==> src/rtl/csc_pkg.sv <==
package csc_pkg;

   typedef enum logic [1:0] {
      CLS_CPU  = 2'd0,
      CLS_PCIF = 2'd1,
      CLS_PCI  = 2'd2,
      CLS_MISC = 2'd3
   } out_class_e;

   function automatic out_class_e class_of(input int idx, input int n_cpu,
                                           input int n_pcif, input int n_pci);
      if (idx < n_cpu)                 return CLS_CPU;
      if (idx < n_cpu + n_pcif)        return CLS_PCIF;
      if (idx < n_cpu + n_pcif + n_pci) return CLS_PCI;
      return CLS_MISC;
   endfunction

endpackage

==> src/rtl/csc_strap_latch.sv <==
module csc_strap_latch #(
   parameter int W = 6
) (
   input  logic         clk,
   input  logic         rst_n,
   input  logic         pwr_good,
   input  logic [W-1:0] pins,
   output logic         done,
   output logic [W-1:0] value
);

   logic pg_q;
   logic take;

   assign take = pwr_good & ~pg_q & ~done;

   always_ff @(posedge clk or negedge rst_n) begin
      if (!rst_n) begin
         pg_q  <= 1'b0;
         done  <= 1'b0;
         value <= '0;
      end else begin
         pg_q <= pwr_good;
         if (take) begin
            done  <= 1'b1;
            value <= pins;
         end
      end
   end

endmodule

==> src/rtl/csc_gate_cell.sv <==
module csc_gate_cell #(
   parameter bit GLITCH_FREE = 1'b1
) (
   input  logic clk,
   input  logic rst_n,
   input  logic src_clk,
   input  logic want,
   output logic gate,
   output logic clk_out
);

   generate
      if (GLITCH_FREE) begin : g_low_only
         always_ff @(posedge clk or negedge rst_n) begin
            if (!rst_n)       gate <= 1'b0;
            else if (!src_clk) gate <= want;
         end
      end else begin : g_direct
         always_ff @(posedge clk or negedge rst_n) begin
            if (!rst_n) gate <= 1'b0;
            else        gate <= want;
         end
      end
   endgenerate

   assign clk_out = src_clk & gate;

endmodule

==> src/rtl/csc_fs_mux.sv <==
module csc_fs_mux #(
   parameter int FS_W = 5
) (
   input  logic            from_reg,
   input  logic [FS_W-1:0] reg_code,
   input  logic [FS_W-1:0] strap_code,
   output logic [FS_W-1:0] code
);

   always_comb begin
      code = from_reg ? reg_code : strap_code;
   end

endmodule

==> src/rtl/clkgen_stop_ctrl.sv <==
module clkgen_stop_ctrl #(
   parameter int FS_W        = 5,
   parameter int N_CPU       = 2,
   parameter int N_PCIF      = 2,
   parameter int N_PCI       = 6,
   parameter int N_MISC      = 4,
   parameter bit GLITCH_FREE = 1'b1,
   localparam int STRAP_W    = FS_W + 1,
   localparam int N_OUT      = N_CPU + N_PCIF + N_PCI + N_MISC
) (
   input  logic               clk,
   input  logic               rst_n,
   input  logic               pwr_good,
   input  logic [STRAP_W-1:0] strap_pins,
   input  logic               cpu_stop_n,
   input  logic               pci_stop_n,
   input  logic [N_OUT-1:0]   out_active,
   input  logic [N_CPU-1:0]   cpu_stop_en,
   input  logic [N_PCIF-1:0]  pcif_stop_en,
   input  logic               fs_from_reg,
   input  logic [FS_W-1:0]    reg_fs,
   input  logic [N_OUT-1:0]   src_clk,
   output logic               strap_oe,
   output logic [STRAP_W-1:0] strap_readback,
   output logic               mult_sel,
   output logic [FS_W-1:0]    fs_sel,
   output logic               xtal_run,
   output logic [N_OUT-1:0]   gate,
   output logic [N_OUT-1:0]   clk_out
);

   import csc_pkg::*;

   generate
      if (FS_W < 1 || FS_W > 16) begin : g_bad_fs
         $error("clkgen_stop_ctrl: FS_W out of range");
      end
      if (N_CPU < 1 || N_PCIF < 1 || N_PCI < 1 || N_MISC < 1) begin : g_bad_cnt
         $error("clkgen_stop_ctrl: every output group needs at least one member");
      end
   endgenerate

   logic               cap_done;
   logic [STRAP_W-1:0] cap_val;
   logic               run_ok;
   logic [N_OUT-1:0]   stop_req;
   logic [N_OUT-1:0]   want;

   csc_strap_latch #(.W(STRAP_W)) i_latch (
      .clk      (clk),
      .rst_n    (rst_n),
      .pwr_good (pwr_good),
      .pins     (strap_pins),
      .done     (cap_done),
      .value    (cap_val)
   );

   csc_fs_mux #(.FS_W(FS_W)) i_fs_mux (
      .from_reg   (fs_from_reg),
      .reg_code   (reg_fs),
      .strap_code (cap_val[FS_W-1:0]),
      .code       (fs_sel)
   );

   assign strap_oe       = cap_done;
   assign strap_readback = ~cap_val;
   assign mult_sel       = cap_val[FS_W];
   assign run_ok         = cap_done & pwr_good;
   assign xtal_run       = run_ok;

   for (genvar i = 0; i < N_OUT; i++) begin : g_out
      localparam out_class_e CLS = class_of(i, N_CPU, N_PCIF, N_PCI);

      if (CLS == CLS_CPU) begin : g_cpu
         assign stop_req[i] = ~cpu_stop_n & cpu_stop_en[i];
      end else if (CLS == CLS_PCIF) begin : g_pcif
         assign stop_req[i] = ~pci_stop_n & pcif_stop_en[i-N_CPU];
      end else if (CLS == CLS_PCI) begin : g_pci
         assign stop_req[i] = ~pci_stop_n;
      end else begin : g_misc
         assign stop_req[i] = 1'b0;
      end

      assign want[i] = run_ok & out_active[i] & ~stop_req[i];

      csc_gate_cell #(.GLITCH_FREE(GLITCH_FREE)) i_cell (
         .clk     (clk),
         .rst_n   (rst_n),
         .src_clk (src_clk[i]),
         .want    (want[i]),
         .gate    (gate[i]),
         .clk_out (clk_out[i])
      );
   end

endmodule

==> config.mk <==
export PLATFORM = sky130hd
export DESIGN_NAME = clkgen_stop_ctrl
export DESIGN_NICKNAME = d
export VERILOG_FILES = /design/src/rtl/csc_pkg.sv /design/src/rtl/csc_strap_latch.sv /design/src/rtl/csc_gate_cell.sv /design/src/rtl/csc_fs_mux.sv /design/src/rtl/clkgen_stop_ctrl.sv
export SDC_FILE = /design/constraint.sdc
export NUM_CORES = 1
export LEC_CHECK = 0
export ABC_AREA = 1
export BUFFER_PORTS_ARGS = -buffer_cell sky130_fd_sc_hd__clkbuf_2
export CAP_MARGIN = 30
export CORE_ASPECT_RATIO = 0.8
export CORE_MARGIN = 2
export CORE_UTILIZATION = 40
export CTS_CLUSTER_SIZE = 28
export DETAILED_ROUTE_END_ITERATION = 16
export PLACE_DENSITY = 0.88
export SYNTH_ARGS = -nofsm -noshare
export SYNTH_HDL_FRONTEND = slang
export SYNTH_SLANG_ARGS = --single-unit
==> constraint.sdc <==
create_clock -name clk -period 1.4 [get_ports clk]
set_clock_uncertainty 0.2 [all_clocks]
set_input_delay 0.21 -clock clk [delete_from_list [all_inputs] [get_ports clk]]
set_output_delay 0.21 -clock clk [all_outputs]
set_load 0.02 [all_outputs]
==> run summary <==
* critical-path cell with the highest stage delay: sky130_fd_sc_hd__dlygate4sd3_1
* Setup Viol. Count Final: 0
* largest net degree at the start of global routing: 23
* Initial Utilization: 0.422
* number of vias in the routed layout: 1,371
* yosys warns: 0
* post-synthesis cell type count: 13
* flip-flop and latch count after synthesis: 22
* overall die height: 55.2 µm
* master cell of the clock root buffer: sky130_fd_sc_hd__clkbuf_8
* result of the run: finished with violations
* wire length on met1: 1270 µm
* Rel. slew slack: 0.640
* Mapped Avg Cell Area: 7.33 µm²
* detailed-router iteration count before antenna repair: 4
* number of port buffers: 90
* share of the clock period used by the worst path: 0.997
* overall die width: 68.0 µm
* r2r endpoint: g_out[6].i_cell.gate
* GRT Overall Usage: 0.178
* initial antenna violation count: 0
* ratio of cells with drive above 1 in the final layout: 0.424
* number of global-route vias before repair: 1,330
* Filler Cells Inserted: 303
* 1st-iter DRT viols: 21
* CP dominant cell by count: sky130_fd_sc_hd__nand2_1
* Met3 Routed Length: 203 µm
* hold path start: src_clk[8]
* flip-flop and latch area: 551 µm²
* Final Power: 1.41 mW
* CTS tree: done
* data arrival time of the critical path: 1.35 ns
* io pins: 91
* Placer Congestion: 0.714
* start-to-end type of the worst setup path: reg2reg
* maximum operating frequency: 717 MHz
* # nets final: 322
* area of the die: 3760 µm²
* max-cap violations: 0
* Power Density: 725 nW/µm²
* relative contribution of combinational cells to total power: 0.253
* filler-free cell count of the finished design: 311
* Post-Syn Instances: 179
* maximum level of the CTS H-tree: 1
* HPWL after detailed placement: 2300 µm
* min-delay worst type: in2reg
* sequential element share of the synthesized area: 0.419
* CORE AREA: 3110 µm²
* area of the multi-input gates: 418 µm²
* proportion of power drawn by the clock network: 0.265
* Synth Cell Area: 1310 µm²
* violations in the final reports: hold timing
* TritonCTS buffer count: 3
* sw frac: 0.279
* RSZ-0062 raised after global routing: true
* beginning of the worst register-to-register path: g_out[6].i_cell.gate
* sort of element at the end of the critical path: flip-flop
* accumulated negative setup slack: 0 ns
* CP startpoint kind: flip-flop
* Layout Area Growth over Synthesis: 48.3%
* final antenna-violating net count: 0
* terminating pin of the worst hold path: g_out[8].i_cell.gate
* Wirelength per Cell: 10.7 µm
* slowest cell delay on critical path: 0.56 ns
* internal power: 1.02 mW
* clock sink total: 22
* most frequent standard cell in the layout excluding fill and tap cells: sky130_fd_sc_hd__clkbuf_2
* max-slew violation total from the final report: 0
* Remaining Overflow, GRT: 0
* leading cell types in the layout, fill and taps excluded: sky130_fd_sc_hd__clkbuf_2 (83), sky130_fd_sc_hd__nand2_1 (57), sky130_fd_sc_hd__inv_1 (30)
* largest vdd supply drop: 0.591 mV
* hold slack: -0.00892 ns
* Least-Margin Pin Slew: 0.540 ns
* Crit Path Max Fanout: 2
* worst hold path stage count: 3
* total DRC errors in the routed layout: 0
* r2r setup slk: 0.005 ns
* routed length on met2: 1800 µm
* top routing layer in use: met4
* Hold Fails Final Rpt: 3
* worst skew pair latency: 0.25 ns
* global-route wire length before repair: 5240 µm
* Syn Nets: 228
* total net switching power: 0.394 mW
* time the worst path needs with I/O delays and setup: 1.40 ns
* sequential fraction of design power: 0.482
* routed wire length: 3310 µm
* Inst Count DP: 279
* depth of the most critical reg-to-reg path: 3
* leakage power: 1.26 nW
* mean number of vias per cell: 4.41
* post-CTS clock slew at the launch and capture registers of the worst setup and hold paths: 0.07 ns
* required time at the worst-slack endpoint: 1.35 ns
* ordered cell list for the critical path: nand2_1, dlygate4sd3_1, nand2_1
* antenna diode count: 0
* number of buffers between clock root and the deepest sink: 2
* standard-cell row count: 18
==> power by group through the flow <==
stage	clock network, mW	registers [mW]	logic [mW]
final	0.374	0.680	0.358
after CTS	0.397	0.678	0.337
after global placement	0	0.689	0.283
after detailed placement	0	0.691	0.289
after global routing	0.428	0.683	0.398
after floorplan	0	0.687	0.208
==> cells in the mapped netlist (all sizes together) <==
cell type	number	area [µm²]
o21ai	9	45.0
nand3	5	37.5
clkbuf	1	3.75
dfrtp	22	551
nand2	63	244
nand4	6	37.5
inv	33	124
nor2	10	37.5
buf	30	233
==> layer usage <==
metal	vias up	global-route usage
met1	619	0.206
met5	-	0
met4	0	0.0286
met2	52	0.320
met3	6	0.0550
li1	694	-
==> critical path, delay by kind of cell, from the launching register on <==
family | cells | cell delay [ns]
buffers and inverters | 1 | 0.56
flip-flops | 1 | 0.40
AND/OR/NAND/NOR | 2 | 0.14
==> worst max path at each step <==
| stage | startpoint | endpoint | slack [ns] | depth (start not counted) |
|---|---|---|---|---|
| 2_1_floorplan | i_latch.value[0] | fs_sel[0] | 0.06 | 2 |
| 3_3_place_gp | i_latch.done | xtal_run | 0.14 | 3 |
| 3_5_place_dp | i_latch.done | xtal_run | 0.13 | 3 |
| 4_1_cts | i_latch.done | xtal_run | -0.01 | 3 |
| 5_1_grt | g_out[5].i_cell.gate | g_out[5].i_cell.gate | -0.02 | 3 |
| 6_report | g_out[6].i_cell.gate | g_out[6].i_cell.gate | 0.005 | 3 |
==> flip-flops by register name, indices dropped and copies added, names as in the netlist <==
register	flops
i_latch.done	1
i_latch.value	6
g_out.i_cell.gate	14
i_latch.pg_q	1
==> per-stage QoR <==
stage	area [µm²]	worst slack (ns)	util
4_1_cts	1870	-0.0136	0.603
3_5_place_dp	1580	0.129	0.510
2_1_floorplan	1310	0.0570	-
3_3_place_gp	1580	0.143	0.510
5_1_grt	1950	-0.0227	0.626
6_report	1950	0.00480	0.626
==> cells by family after synthesis <==
kind of cell | share of synthesized area
AO/OA/AOI/OAI | 0.0343
buffers and inverters | 0.275
flip-flops | 0.419
AND/OR/NAND/NOR | 0.272
==> final cells by class <==
type	instances	share of cell area
Sequential cell	22	0.283
Timing Repair Buffer	120	0.386
Tap cell	40	0.0257
Multi-Input combinational cell	93	0.215
Inverter	33	0.0694
Clock buffer	3	0.0212
==> repair_timing <==
action                     in CTS  in global routing
buffers inserted                1                  9
hold buffers                   22                  0
gates resized for setup         8                 23
pin swaps                       1                  3
hold endpoints to repair       38                  0
setup endpoints to repair       3                 21
(Power assumes the default switching activity.)
